File: src/rtl/srx_pkg.sv
package srx_pkg;
    localparam int DATA_W = 8;

    typedef struct packed {
        logic              brk;
        logic              ferr;
        logic              perr;
        logic [DATA_W-1:0] data;
    } srx_entry_t;

    typedef enum logic [2:0] {
        S_IDLE,
        S_START,
        S_DATA,
        S_PAR,
        S_STOP,
        S_BRKWAIT
    } srx_state_t;

    function automatic logic [4:0] trig_level(input logic [1:0] sel);
        logic [4:0] lvl;
        unique case (sel)
            2'd0:    lvl = 5'd1;
            2'd1:    lvl = 5'd4;
            2'd2:    lvl = 5'd8;
            default: lvl = 5'd14;
        endcase
        return lvl;
    endfunction
endpackage

File: src/rtl/srx_sampler.sv
module srx_sampler
    import srx_pkg::*;
#(
    parameter int OSR = 16
) (
    input  logic       clk,
    input  logic       rst_n,
    input  logic       samp_en,
    input  logic       rxd,
    input  logic [1:0] char_len,
    input  logic       par_en,
    input  logic       par_odd,
    output logic       push,
    output srx_entry_t push_ent
);
    localparam int CW = $clog2(OSR);
    localparam logic [CW-1:0] MID  = CW'(OSR / 2 - 1);
    localparam logic [CW-1:0] LAST = CW'(OSR - 1);

    logic              sync1, rxs;
    srx_state_t        state, nxt;
    logic [CW-1:0]     cnt;
    logic [2:0]        bidx;
    logic [DATA_W-1:0] shreg;
    logic              parbit;
    logic [3:0]        nbits;
    logic              tick_mid, tick_last, line_brk;

    assign nbits     = 4'd5 + {2'b00, char_len};
    assign tick_mid  = samp_en && (cnt == MID);
    assign tick_last = samp_en && (cnt == LAST);
    assign line_brk  = !rxs && (shreg == '0) && !(par_en && parbit);

    // two-flop synchronizer, idles high
    always_ff @(posedge clk or negedge rst_n) begin
        if (!rst_n) begin
            sync1 <= 1'b1;
            rxs   <= 1'b1;
        end else begin
            sync1 <= rxd;
            rxs   <= sync1;
        end
    end

    // state register
    always_ff @(posedge clk or negedge rst_n) begin
        if (!rst_n) state <= S_IDLE;
        else        state <= nxt;
    end

    // next state
    always_comb begin
        nxt = state;
        unique case (state)
            S_IDLE:    if (samp_en && !rxs) nxt = S_START;
            S_START:   if (tick_mid) nxt = rxs ? S_IDLE : S_DATA;
            S_DATA:    if (tick_last && ({1'b0, bidx} == nbits - 4'd1))
                           nxt = par_en ? S_PAR : S_STOP;
            S_PAR:     if (tick_last) nxt = S_STOP;
            S_STOP:    if (tick_last) nxt = line_brk ? S_BRKWAIT : S_IDLE;
            S_BRKWAIT: if (rxs) nxt = S_IDLE;
            default:   nxt = S_IDLE;
        endcase
    end

    // outputs and datapath
    always_ff @(posedge clk or negedge rst_n) begin
        if (!rst_n) begin
            cnt      <= '0;
            bidx     <= '0;
            shreg    <= '0;
            parbit   <= 1'b0;
            push     <= 1'b0;
            push_ent <= '0;
        end else begin
            push <= 1'b0;
            if (state != nxt) cnt <= '0;
            else if (samp_en) cnt <= cnt + 1'b1;
            unique case (state)
                S_START: begin
                    bidx   <= '0;
                    shreg  <= '0;
                    parbit <= 1'b0;
                end
                S_DATA: if (tick_last) begin
                    shreg[bidx] <= rxs;
                    bidx        <= bidx + 1'b1;
                end
                S_PAR: if (tick_last) parbit <= rxs;
                S_STOP: if (tick_last) begin
                    push          <= 1'b1;
                    push_ent.data <= shreg;
                    push_ent.brk  <= line_brk;
                    push_ent.ferr <= !rxs;
                    push_ent.perr <= par_en && !line_brk && (^shreg ^ parbit ^ par_odd);
                end
                default: ;
            endcase
        end
    end

    // a store only follows a stop-bit sample
    p_push_from_stop_r1: assert property (@(posedge clk) disable iff (!rst_n)
        push |-> $past(state) == S_STOP);

    // a start bit found high at mid-bit sends the machine back to idle
    p_false_start_r4: assert property (@(posedge clk) disable iff (!rst_n)
        (state == S_START && tick_mid && rxs) |=> state == S_IDLE);

    // a break entry is all-zero and carries the framing tag
    p_break_entry_r6: assert property (@(posedge clk) disable iff (!rst_n)
        (push && push_ent.brk) |-> (push_ent.ferr && push_ent.data == '0 && !push_ent.perr));
endmodule

File: src/rtl/srx_fifo.sv
module srx_fifo
    import srx_pkg::*;
#(
    parameter int DEPTH = 16
) (
    input  logic       clk,
    input  logic       rst_n,
    input  logic       push,
    input  srx_entry_t wr_ent,
    input  logic       pop,
    output srx_entry_t head,
    output logic [$clog2(DEPTH):0] count,
    output logic       dropped
);
    localparam int AW = $clog2(DEPTH);
    localparam logic [AW:0] FULL = (AW+1)'(DEPTH);

    srx_entry_t    mem [DEPTH];
    logic [AW-1:0] wptr, rptr;
    logic          do_push, do_pop;

    assign do_pop  = pop && (count != '0);
    assign do_push = push && (count != FULL);
    assign dropped = push && (count == FULL);
    assign head    = mem[rptr];

    always_ff @(posedge clk) begin
        if (do_push) mem[wptr] <= wr_ent;
    end

    always_ff @(posedge clk or negedge rst_n) begin
        if (!rst_n) begin
            wptr  <= '0;
            rptr  <= '0;
            count <= '0;
        end else begin
            if (do_push) wptr <= (wptr == AW'(DEPTH - 1)) ? '0 : wptr + 1'b1;
            if (do_pop)  rptr <= (rptr == AW'(DEPTH - 1)) ? '0 : rptr + 1'b1;
            count <= count + (AW+1)'(do_push) - (AW+1)'(do_pop);
        end
    end

    p_no_overflow_r3: assert property (@(posedge clk) disable iff (!rst_n)
        count <= FULL);

    p_empty_pop_r3: assert property (@(posedge clk) disable iff (!rst_n)
        (pop && count == '0 && !push) |=> count == '0);

    p_drop_on_full_r9: assert property (@(posedge clk) disable iff (!rst_n)
        (push && count == FULL && !pop) |=> (count == FULL && $stable(wptr)));
endmodule

File: src/rtl/srx_delay.sv
module srx_delay #(
    parameter int DLY = 3
) (
    input  logic clk,
    input  logic rst_n,
    input  logic samp_en,
    input  logic raw,
    output logic dly_out
);
    localparam int CW = $clog2(DLY + 1);
    localparam logic [CW-1:0] LIM = CW'(DLY);

    logic [CW-1:0] cnt;

    always_ff @(posedge clk or negedge rst_n) begin
        if (!rst_n)                      cnt <= '0;
        else if (!raw)                   cnt <= '0;
        else if (samp_en && cnt != LIM)  cnt <= cnt + 1'b1;
    end

    assign dly_out = raw && (cnt == LIM);

    // a freshly raised condition is never visible in its first cycle
    p_hold_back_r7: assert property (@(posedge clk) disable iff (!rst_n)
        (raw && !$past(raw)) |-> !dly_out);
endmodule

File: src/rtl/serial_rx_tagq.sv
module serial_rx_tagq
    import srx_pkg::*;
#(
    parameter int OSR      = 16,
    parameter int DEPTH    = 16,
    parameter int TO_CHARS = 4,
    parameter int STAT_DLY = 3,
    parameter int TO_DLY   = 8,
    parameter int TW       = 12
) (
    input  logic       clk,
    input  logic       rst_n,
    input  logic       samp_en,
    input  logic       rxd,
    input  logic [1:0] char_len,
    input  logic       par_en,
    input  logic       par_odd,
    input  logic [1:0] trig_sel,
    input  logic       pop,
    input  logic       ovr_clr,
    output logic [7:0] rd_data,
    output logic       rd_perr,
    output logic       rd_ferr,
    output logic       rd_brk,
    output logic       data_avail,
    output logic       trig_hit,
    output logic       overrun,
    output logic       timeout
);
    localparam int AW = $clog2(DEPTH);

    logic          push, dropped, ovr_flag, pop_eff, to_raw;
    srx_entry_t    push_ent, head;
    logic [AW:0]   count;
    logic [3:0]    frame_bits;
    logic [TW-1:0] idle_cnt, idle_lim;
    logic [2:0]    stat_raw, stat_out;

    srx_sampler #(.OSR(OSR)) u_sampler (
        .clk(clk), .rst_n(rst_n), .samp_en(samp_en), .rxd(rxd),
        .char_len(char_len), .par_en(par_en), .par_odd(par_odd),
        .push(push), .push_ent(push_ent)
    );

    srx_fifo #(.DEPTH(DEPTH)) u_fifo (
        .clk(clk), .rst_n(rst_n), .push(push), .wr_ent(push_ent),
        .pop(pop), .head(head), .count(count), .dropped(dropped)
    );

    // sticky drop flag
    always_ff @(posedge clk or negedge rst_n) begin
        if (!rst_n)       ovr_flag <= 1'b0;
        else if (dropped) ovr_flag <= 1'b1;
        else if (ovr_clr) ovr_flag <= 1'b0;
    end

    // idle timer: runs while entries wait and nothing moves
    assign pop_eff    = pop && (count != '0);
    assign frame_bits = 4'd7 + {2'b00, char_len} + {3'b000, par_en};
    assign idle_lim   = TW'(TO_CHARS * OSR) * {{(TW-4){1'b0}}, frame_bits};

    always_ff @(posedge clk or negedge rst_n) begin
        if (!rst_n) idle_cnt <= '0;
        else if (count == '0 || push || pop_eff) idle_cnt <= '0;
        else if (samp_en && idle_cnt != idle_lim) idle_cnt <= idle_cnt + 1'b1;
    end

    assign to_raw = (count != '0) && (idle_cnt == idle_lim);

    assign stat_raw[0] = (count != '0);
    assign stat_raw[1] = (count >= (AW+1)'(trig_level(trig_sel)));
    assign stat_raw[2] = ovr_flag;

    for (genvar g = 0; g < 3; g++) begin : g_stat
        srx_delay #(.DLY(STAT_DLY)) u_dly (
            .clk(clk), .rst_n(rst_n), .samp_en(samp_en),
            .raw(stat_raw[g]), .dly_out(stat_out[g])
        );
    end

    srx_delay #(.DLY(TO_DLY)) u_to_dly (
        .clk(clk), .rst_n(rst_n), .samp_en(samp_en),
        .raw(to_raw), .dly_out(timeout)
    );

    assign data_avail = stat_out[0];
    assign trig_hit   = stat_out[1];
    assign overrun    = stat_out[2];
    assign rd_data    = data_avail ? head.data : '0;
    assign rd_perr    = data_avail && head.perr;
    assign rd_ferr    = data_avail && head.ferr;
    assign rd_brk     = data_avail && head.brk;

    // a clear pulse without a new drop empties the flag by the next cycle
    p_ovr_clear_r9: assert property (@(posedge clk) disable iff (!rst_n)
        (ovr_clr && !dropped) |=> !overrun);

    // the idle flag is gone right after a pop
    p_to_pop_r11: assert property (@(posedge clk) disable iff (!rst_n)
        pop_eff |=> !timeout);
endmodule

File: config.mk
export PLATFORM = sky130hd
export DESIGN_NAME = serial_rx_tagq
export DESIGN_NICKNAME = d
export VERILOG_FILES = /design/src/rtl/srx_pkg.sv /design/src/rtl/srx_sampler.sv /design/src/rtl/srx_fifo.sv /design/src/rtl/srx_delay.sv /design/src/rtl/serial_rx_tagq.sv
export SDC_FILE = /design/constraint.sdc
export NUM_CORES = 1
export LEC_CHECK = 0
export ABC_CLOCK_PERIOD_IN_PS = 3100
export BUFFER_PORTS_ARGS = -buffer_cell sky130_fd_sc_hd__buf_2
export CAP_MARGIN = 20
export CORE_MARGIN = 5
export CORE_UTILIZATION = 35
export DETAILED_ROUTE_END_ITERATION = 12
export GPL_ROUTABILITY_DRIVEN = 0
export GPL_TIMING_DRIVEN = 0
export PLACE_DENSITY_LB_ADDON = 0.2
export SETUP_SLACK_MARGIN = 0.3
export SLEW_MARGIN = 20
export SYNTH_ARGS = -nofsm -noshare
export SYNTH_HDL_FRONTEND = slang
export SYNTH_SLANG_ARGS = --single-unit
File: constraint.sdc
create_clock -name clk -period 3.1 [get_ports clk]
set_clock_uncertainty 0.1 [all_clocks]
set_input_delay 0.31 -clock clk [delete_from_list [all_inputs] [get_ports clk]]
set_output_delay 0.31 -clock clk [all_outputs]
set_load 0.02 [all_outputs]
==> metrics.yaml, run 1 <==
status: "complete, no violations"
wirelength_microns: 23600
endpoint_kind: "output port"
crit_path_top_delay_cell: "mux4_2"
synth_area_leaders: "edfxtp_1 50%, dfrtp_1 16%, mux4_2 9.3%"
clkLatencyLatePin_ns: 0.54
critical_path_buf_inv_count: 3
max_freq_mhz: 359
finalCriticalPeriod_ns: 2.79
hold_path.class: "primary input to asynchronous set/reset pin"
first_global_vias: 6425
rows: 64
grt_first_pass_wirelength_microns: 36900
synth_top_cell_area_share_pct: 49.6
placed_cells: 1125
fin_nets: 819
die_w_microns: 185
p_per_area_nw_per_um2: 734
slowest_delay_ns: 0.53
path_cells: "buf_12, buf_6, mux4_2, mux2i_1, o22ai_2, buf_2"
critPathKind: "register to output port"
hpwlAfterDp_microns: 15600
ant_nets: 0
relSlewSlack_pct: 44.6
avgSynthCellArea_sq_um: 15.3
path_max_fanout: 10
nFillCells: 2739
setup_viol: 0
drive_gt1_share_pct: 24.0
path_clk_slew_ns: 0.06
tritoncts: "yes"
clockRootBuffer: "clkbuf_16"
cap_violations: 0
yosys_warnings: 0
io_buffer_count: 26
synthArstFlopShare_pct: 28.2
grt_max_degree: 43
timing.rr.start: "u_fifo.count[2]"
worst_pin_slew_ns: 0.830
antenna_found_initial: 0
dieArea_sq_um: 34100
reg2reg_slack_ns: 0.45
critical-path-top-delay-family: "multiplexers"
overflow: 0
final_cells: 1191
avgRoutedWirePerCell_microns: 19.8
hold_viol: 0
syn_area_sq_um: 10700
crit_start: "u_fifo.rptr[0]"
via_per_inst: 5.12
post-route-drc-count: 0
syn-num-nets: 741
ys_seq_area_share_pct: 65.8
start_util_pct: 35.1
fp.dieH_microns: 185
synth_edf_count: 176
drv_slew: 0
area_growth_pct: 18.9
critPathLaunchType: "register"
cts.sinks: 245
rsz0062_at_grt: "yes"
dr.pass1.iters: 5
final_util_pct: 41.8
ys_ff_latch: 245
p_leak_nw: 4.80
max-vdd-ir-drop_v: 0.000465
arrival_ns: 2.38
core_sq_um: 30300
synthCells: 698
antenna_cells: 0
via_count: 6103
fin_crit_sh_pct: 90.0
cts_buffers: 27
cp.required_ns: 2.69
h-tree-depth: 1
drt_iter0_drc: 328
track_usage_pct: 14.0
synth-main-ff-cell: "edfxtp_1"
synth_cell_types: 54
yosys.area.top_type: "edfxtp_1"
top_level_ports: 27
cts_buffer_depth: 3
-- per-layer routing --
metal | routed length (microns) | part of all wire [%] | vias to the layer above | track usage, %
met5 | 0 | 0 | - | 0
met4 | 572 | 2.4 | 0 | 3.85
met3 | 811 | 3.4 | 34 | 2.05
met2 | 11600 | 49 | 121 | 23.8
met1 | 10600 | 45 | 3167 | 18.9
li1 | - | - | 2781 | -
-- through the flow --
step                cell area [sq um]  power, mW  hold slack (ns)  setup TNS, ns  setup slack, ns
global placement                11300       5.77            0.247         -17.88           -0.418
CTS                             12600       9.34            0.115              0            0.196
floorplan                       10700       5.27          -0.0856              0            0.449
finish                          12700       9.31            0.132              0            0.311
detailed placement              11400       5.86            0.156              0          0.00796
global route                    12700       9.78            0.150              0            0.222
-- timing repair --
action                                  in CTS  in global routing
hold buffers                                 5                  0
pin swaps                                    0                  4
gates cloned                                 0                  0
endpoints found under the hold margin       74                  0
endpoints found under the setup margin      46                107
buffers inserted                            10                  3
gates resized for setup                     48                 24
-- kinds of logic after synthesis --
| group | Yosys count | share of synthesized area, % |
|---|---|---|
| flip-flops | 245 | 65.8 |
| adder cells (fa/ha/maj) | 31 | 3.71 |
| AND/OR/NAND/NOR | 163 | 7.93 |
| AO/OA/AOI/OAI | 75 | 4.47 |
| buffers and inverters | 72 | 2.80 |
| XOR/XNOR | 33 | 2.71 |
| multiplexers | 79 | 12.6 |
-- sequential cells by signal, indices dropped and copies added (netlist names) --
| register | cells |
|---|---|
| u_sampler.bidx | 3 |
| u_sampler.state | 3 |
| u_sampler.shreg | 8 |
| u_fifo.rptr | 4 |
| u_fifo.wptr | 4 |
| ovr_flag | 1 |
| u_to_dly.cnt | 4 |
| u_sampler.parbit | 1 |
| u_sampler.push_ent | 11 |
| u_sampler.cnt | 4 |
| u_sampler.sync1 | 1 |
| g_stat.u_dly.cnt | 6 |
| u_sampler.push | 1 |
| idle_cnt | 12 |
| u_fifo.count | 5 |
| u_fifo.mem | 176 |
| u_sampler.rxs | 1 |
-- cell usage after synthesis, types with 4 or more instances --
master / count
a21o_1: 5
a21oi_1: 10
and2_1: 11
buf_2: 11
buf_4: 4
clkbuf_1: 17
dfrtp_1: 67
edfxtp_1: 176
ha_1: 30
inv_1: 39
mux2i_1: 33
mux4_2: 44
nand2_1: 42
nand2b_1: 7
nand3_1: 19
nand4_1: 9
nor2_1: 34
nor2b_1: 10
nor3_1: 6
nor3b_1: 5
o21ai_0: 26
o22ai_1: 12
or3_1: 4
xnor2_1: 18
xor2_1: 15
-- area by class of cell --
cell class | count | area (sq um) | area share, %
flip-flops and latches | 245 | 7020 | 55.3
multi-input cells | 381 | 3560 | 28.0
clock buffers | 35 | 706 | 5.56
well taps | 396 | 495 | 3.91
repair buffers | 49 | 370 | 2.92
plain buffers | 33 | 230 | 1.82
clock inverters | 13 | 163 | 1.28
inverters | 39 | 146 | 1.15
-- placed cells by master (no fill, tap or decap), drive strengths merged, types with 4 or more instances in the layout --
master       synthesis  layout
dfrtp               67      67
ha                  30      30
clkbuf              17      51
buf                 16      61
or3                  4       4
inv                 39      40
dlygate4sd3          0       5
nor3b                5       5
nand2b               7       7
a21o                 5       5
xor2                15      15
nand4                9       9
and2                11      11
nor2                34      34
nor2b               10      10
o22ai               12      12
mux2i               33      33
xnor2               18      18
clkinvlp             0       4
nand3               19      19
o21ai               27      27
a21oi               10      10
clkinv               0       5
mux4                44      44
nor3                 6       6
nand2               42      42
edfxtp             176     176
-- worst paths after layout --
check	to	depth (start not counted)
setup / recovery	rd_ferr	6
setup reg to reg	u_fifo.mem[14][6]	7
min in group clk	u_sampler.state[1]	4
max in group asynchronous	u_fifo.rptr[0]	3
hold / removal	g_stat[2].u_dly.cnt[1]	2
hold reg to reg	u_sampler.rxs	0
-- report_power, final --
part           internal [mW]  switching [mW]  total (mW)
logic                   1.14            1.30        2.44
registers               3.61           0.128        3.74
clock network           1.86            1.27        3.13
total                   6.62            2.70        9.31
-- worst register-to-register path: stages (launching register included) --
cell and delay, ns:
dfrtp_1 0.37, inv_2 0.07, ha_4 0.16, nor4bb_1 0.14
nor2b_1 0.12, clkbuf_1 0.33, nand3_1 0.27, nor2_2 0.71
Power figures use the tool's default switching activity.
==> run 2, diff against run 1 <==
--- a/config.mk
+++ b/config.mk
@@ -5,6 +5,7 @@
 export SDC_FILE = /design/constraint.sdc
 export NUM_CORES = 1
 export LEC_CHECK = 0
+export ABC_AREA = 1
 export ABC_CLOCK_PERIOD_IN_PS = 3100
 export BUFFER_PORTS_ARGS = -buffer_cell sky130_fd_sc_hd__buf_2
 export CAP_MARGIN = 20
==> run 2 against run 1 <==
Combinational power increased by 50%; critical endpoint is now rd_perr; critical path depth increased by 3; hold slack got worse by 0.11 ns; largest power group unchanged; clock-buffer cell count increased by 4; non-clock buffer count increased by 2; synthesized area increased by 4.4%; worst setup slack improved by 0.019 ns; die area increased by 4.2%; via count increased by 25%; synthesized cell count increased by 50%; sequential share of layout area decreased by 2.2 points.
==> metrics.yaml, run 2 <==
status: "complete, no violations"  # unchanged
path_clk_slew_ns: 0.06  # about the same
syn_area_sq_um: 11100  # was 10700 sq um
synth-main-ff-cell: "edfxtp_1"  # unchanged
tns_ns: 0  # unchanged
cp.required_ns: 2.69  # about the same
drv_slew: 0  # unchanged
hold_end: "g_stat[1].u_dly.cnt[1]"
post_dp_cell_area_sq_um: 11800  # was 11400 sq um
p_leak_nw: 5.19  # was 4.80 nW
dr.pass1.iters: 6  # was 5
rsz0062_at_grt: "yes"  # unchanged
start_util_pct: 35.4  # was 35.1%
dieArea_sq_um: 35500  # was 34100 sq um
synth_cell_types: 44  # was 54
critPathKind: "register to output port"  # unchanged
clockRootBuffer: "clkbuf_16"  # unchanged
ys_ff_latch: 245  # unchanged
fin_area_sq_um: 13200  # was 12700 sq um
yosys.area.top_type: "edfxtp_1"  # unchanged
hpwlAfterDp_microns: 18400  # was 15600 microns
hold_viol: 0  # unchanged
min_from: "samp_en"
antenna_found_initial: 0  # unchanged
wirelength_microns: 27300  # was 23600 microns
arrival_ns: 2.36  # was 2.38 ns
avgRoutedWirePerCell_microns: 17.7  # was 19.8 microns
ys_seq_area_share_pct: 63.0  # was 65.8%
drive_gt1_share_pct: 19.3  # was 24.0%
first_global_vias: 7527  # was 6425
yosys_warnings: 0  # unchanged
io_buffer_count: 25  # was 26
setup_viol: 0  # unchanged
track_usage_pct: 15.1  # was 14.0%
synthCells: 1049  # was 698
avgSynthCellArea_sq_um: 10.6  # was 15.3 sq um
grt_first_pass_wirelength_microns: 42700  # was 36900 microns
p_per_area_nw_per_um2: 786  # was 734 nW/um^2
hold_path.class: "primary input to register"  # was primary input to asynchronous set/reset pin
largest_reg_flops: 176  # unchanged
die_w_microns: 188  # was 185 microns
fin_crit_sh_pct: 89.4  # was 90.0%
total_power_mw: 10.4  # was 9.31 mW
ant_nets: 0  # unchanged
relSlewSlack_pct: 29.2  # was 44.6%
drt_iter0_drc: 572  # was 328
overflow: 0  # unchanged
top_regs: "u_fifo.mem (176), idle_cnt (12), u_sampler.push_ent (11)"  # unchanged
worst_pin_slew_ns: 1.06  # was 0.830 ns
timing.rr.start: "u_fifo.count[2]"  # unchanged
finalCriticalPeriod_ns: 2.77  # was 2.79 ns
grt_max_degree: 53  # was 43
cts_buffer_depth: 3  # unchanged
syn-num-nets: 1092  # was 741
max_freq_mhz: 361  # was 359 MHz
netlist_top_cells_count: "177 x nand2_1, 176 x edfxtp_1, 136 x nor2_1, 78 x inv_1, 77 x o21ai_0"  # was 176 x edfxtp_1, 67 x dfrtp_1, 44 x mux4_2, 42 x nand2_1, 39 x inv_1
fp.dieH_microns: 188  # was 185 microns
synth_top_cell_area_share_pct: 47.5  # was 49.6%
cts_buffers: 27  # unchanged
core_sq_um: 31500  # was 30300 sq um
synth_area_leaders: "edfxtp_1 47%, dfrtp_1 15%, nand2_1 6.0%"  # was edfxtp_1 50%, dfrtp_1 16%, mux4_2 9.3%
h-tree-depth: 1  # unchanged
yosysMostFrequentCell: "nand2_1"  # was edfxtp_1
rows: 65  # was 64
max-vdd-ir-drop_v: 0.000404  # was 0.000465 V
via_per_inst: 4.96  # was 5.12
layout_commonest_cell: "edfxtp_1"  # unchanged
antenna_cells: 0  # unchanged
fin_nets: 1165  # was 819
cts.sinks: 245  # unchanged
reg2reg_slack_ns: 0.40  # was 0.45 ns
tritoncts: "yes"  # unchanged
synth_edf_count: 176  # unchanged
critPathLaunchType: "register"  # unchanged
area_growth_pct: 18.6  # was 18.9%
post-route-drc-count: 0  # unchanged
via_count: 7653  # was 6103
synthArstFlopShare_pct: 28.2  # unchanged
clkLatencyLatePin_ns: 0.55  # was 0.54 ns
whs_path_depth: 3
endpoint_kind: "output port"  # unchanged
largest-register: "u_fifo.mem"  # unchanged
r2r_cells: 8  # was 7
path_max_fanout: 11  # was 10
top_level_ports: 27  # unchanged
r2r-end: "u_fifo.mem[0][7]"  # was u_fifo.mem[14][6]
cap_violations: 0  # unchanged
final_cell_mix: "176 x edfxtp_1, 173 x nand2_1, 114 x nor2_1"  # was 176 x edfxtp_1, 66 x dfrtp_1, 44 x mux4_2
-- run 2: critical path, stage by stage (launching register included) --
cell	delay (ns)
dfrtp_1	0.40
buf_6	0.15
inv_4	0.06
buf_12	0.15
buf_6	0.17
nor2_1	0.05
o211ai_1	0.28
nand4_1	0.19
a21oi_2	0.19
buf_2	0.18
-- run 2: power by group --
group          leakage [nW]  switching, mW  internal, mW
sequential             2.51          0.127          3.61
combinational          2.27           2.31          1.36
clock                 0.403           1.28          1.70
-- run 2: kinds of logic after synthesis --
| kind of cell | Yosys count | share of synthesized area [%] |
|---|---|---|
| and+or+nand+nor | 417 | 16.6 |
| DFF | 245 | 63.0 |
| AOI/OAI and AO/OA | 190 | 9.44 |
| buffers and inverters | 137 | 5.18 |
| adders and majority gates | 31 | 3.55 |
| xor gates and xnor gates | 28 | 2.20 |
| muxes | 1 | 0.0899 |
-- run 2: worst max path at each step --
stage / depth (start not counted) / slack [ns] / start / endpoint
2_1_floorplan: 15 / 0.53 / u_fifo.count[3] / u_fifo.count[4]
5_1_grt: 9 / 0.22 / u_fifo.count[2] / u_fifo.mem[9][3]
3_5_place_dp: 15 / 0.04 / u_fifo.count[2] / u_fifo.count[4]
4_1_cts: 10 / 0.25 / u_fifo.rptr[1] / rd_perr
3_3_place_gp: 8 / -0.04 / u_fifo.count[2] / u_fifo.mem[6][3]
6_report: 9 / 0.33 / u_fifo.rptr[0] / rd_perr
-- run 2: timing repair --
item                                    CTS  global route
setup buffers                             4             7
cloned                                    0             1
endpoints found under the setup margin   95           134
pin swaps                                11            20
resized for setup                        71            65
hold buffers                              3             0
endpoints found under the hold margin    69             0
-- run 2: per-layer routing --
layer	share of wire [%]	track usage [%]	up-vias
li1	-	-	3748
met1	47	21.6	3670
met2	45	23.9	181
met3	4.7	2.24	54
met4	3.3	4.65	0
met5	0	0	-
-- run 2: final cells by class --
| type | instances | area (sq um) |
|---|---|---|
| Buffer | 40 | 337 |
| Clock buffer | 39 | 761 |
| Clock inverter | 9 | 55.1 |
| Fill cell | 2984 | 18300 |
| Inverter | 97 | 369 |
| Multi-Input combinational cell | 667 | 3810 |
| Sequential cell | 245 | 7010 |
| Tap cell | 402 | 503 |
| Timing Repair Buffer | 44 | 363 |
-- run 2: through the flow --
step / util, % / worst slack, ns / hold slack, ns / instances
6_report: 42.0 / 0.330 / 0.0200 / 1543
5_1_grt: 42.0 / 0.216 / 0.0191 / 1543
4_1_cts: 41.0 / 0.248 / 0.00927 / 1535
3_5_place_dp: 37.6 / 0.0360 / 0.109 / 1480
3_3_place_gp: 37.4 / -0.0364 / 0.246 / 1476
2_1_floorplan: - / 0.529 / -0.0856 / 1049
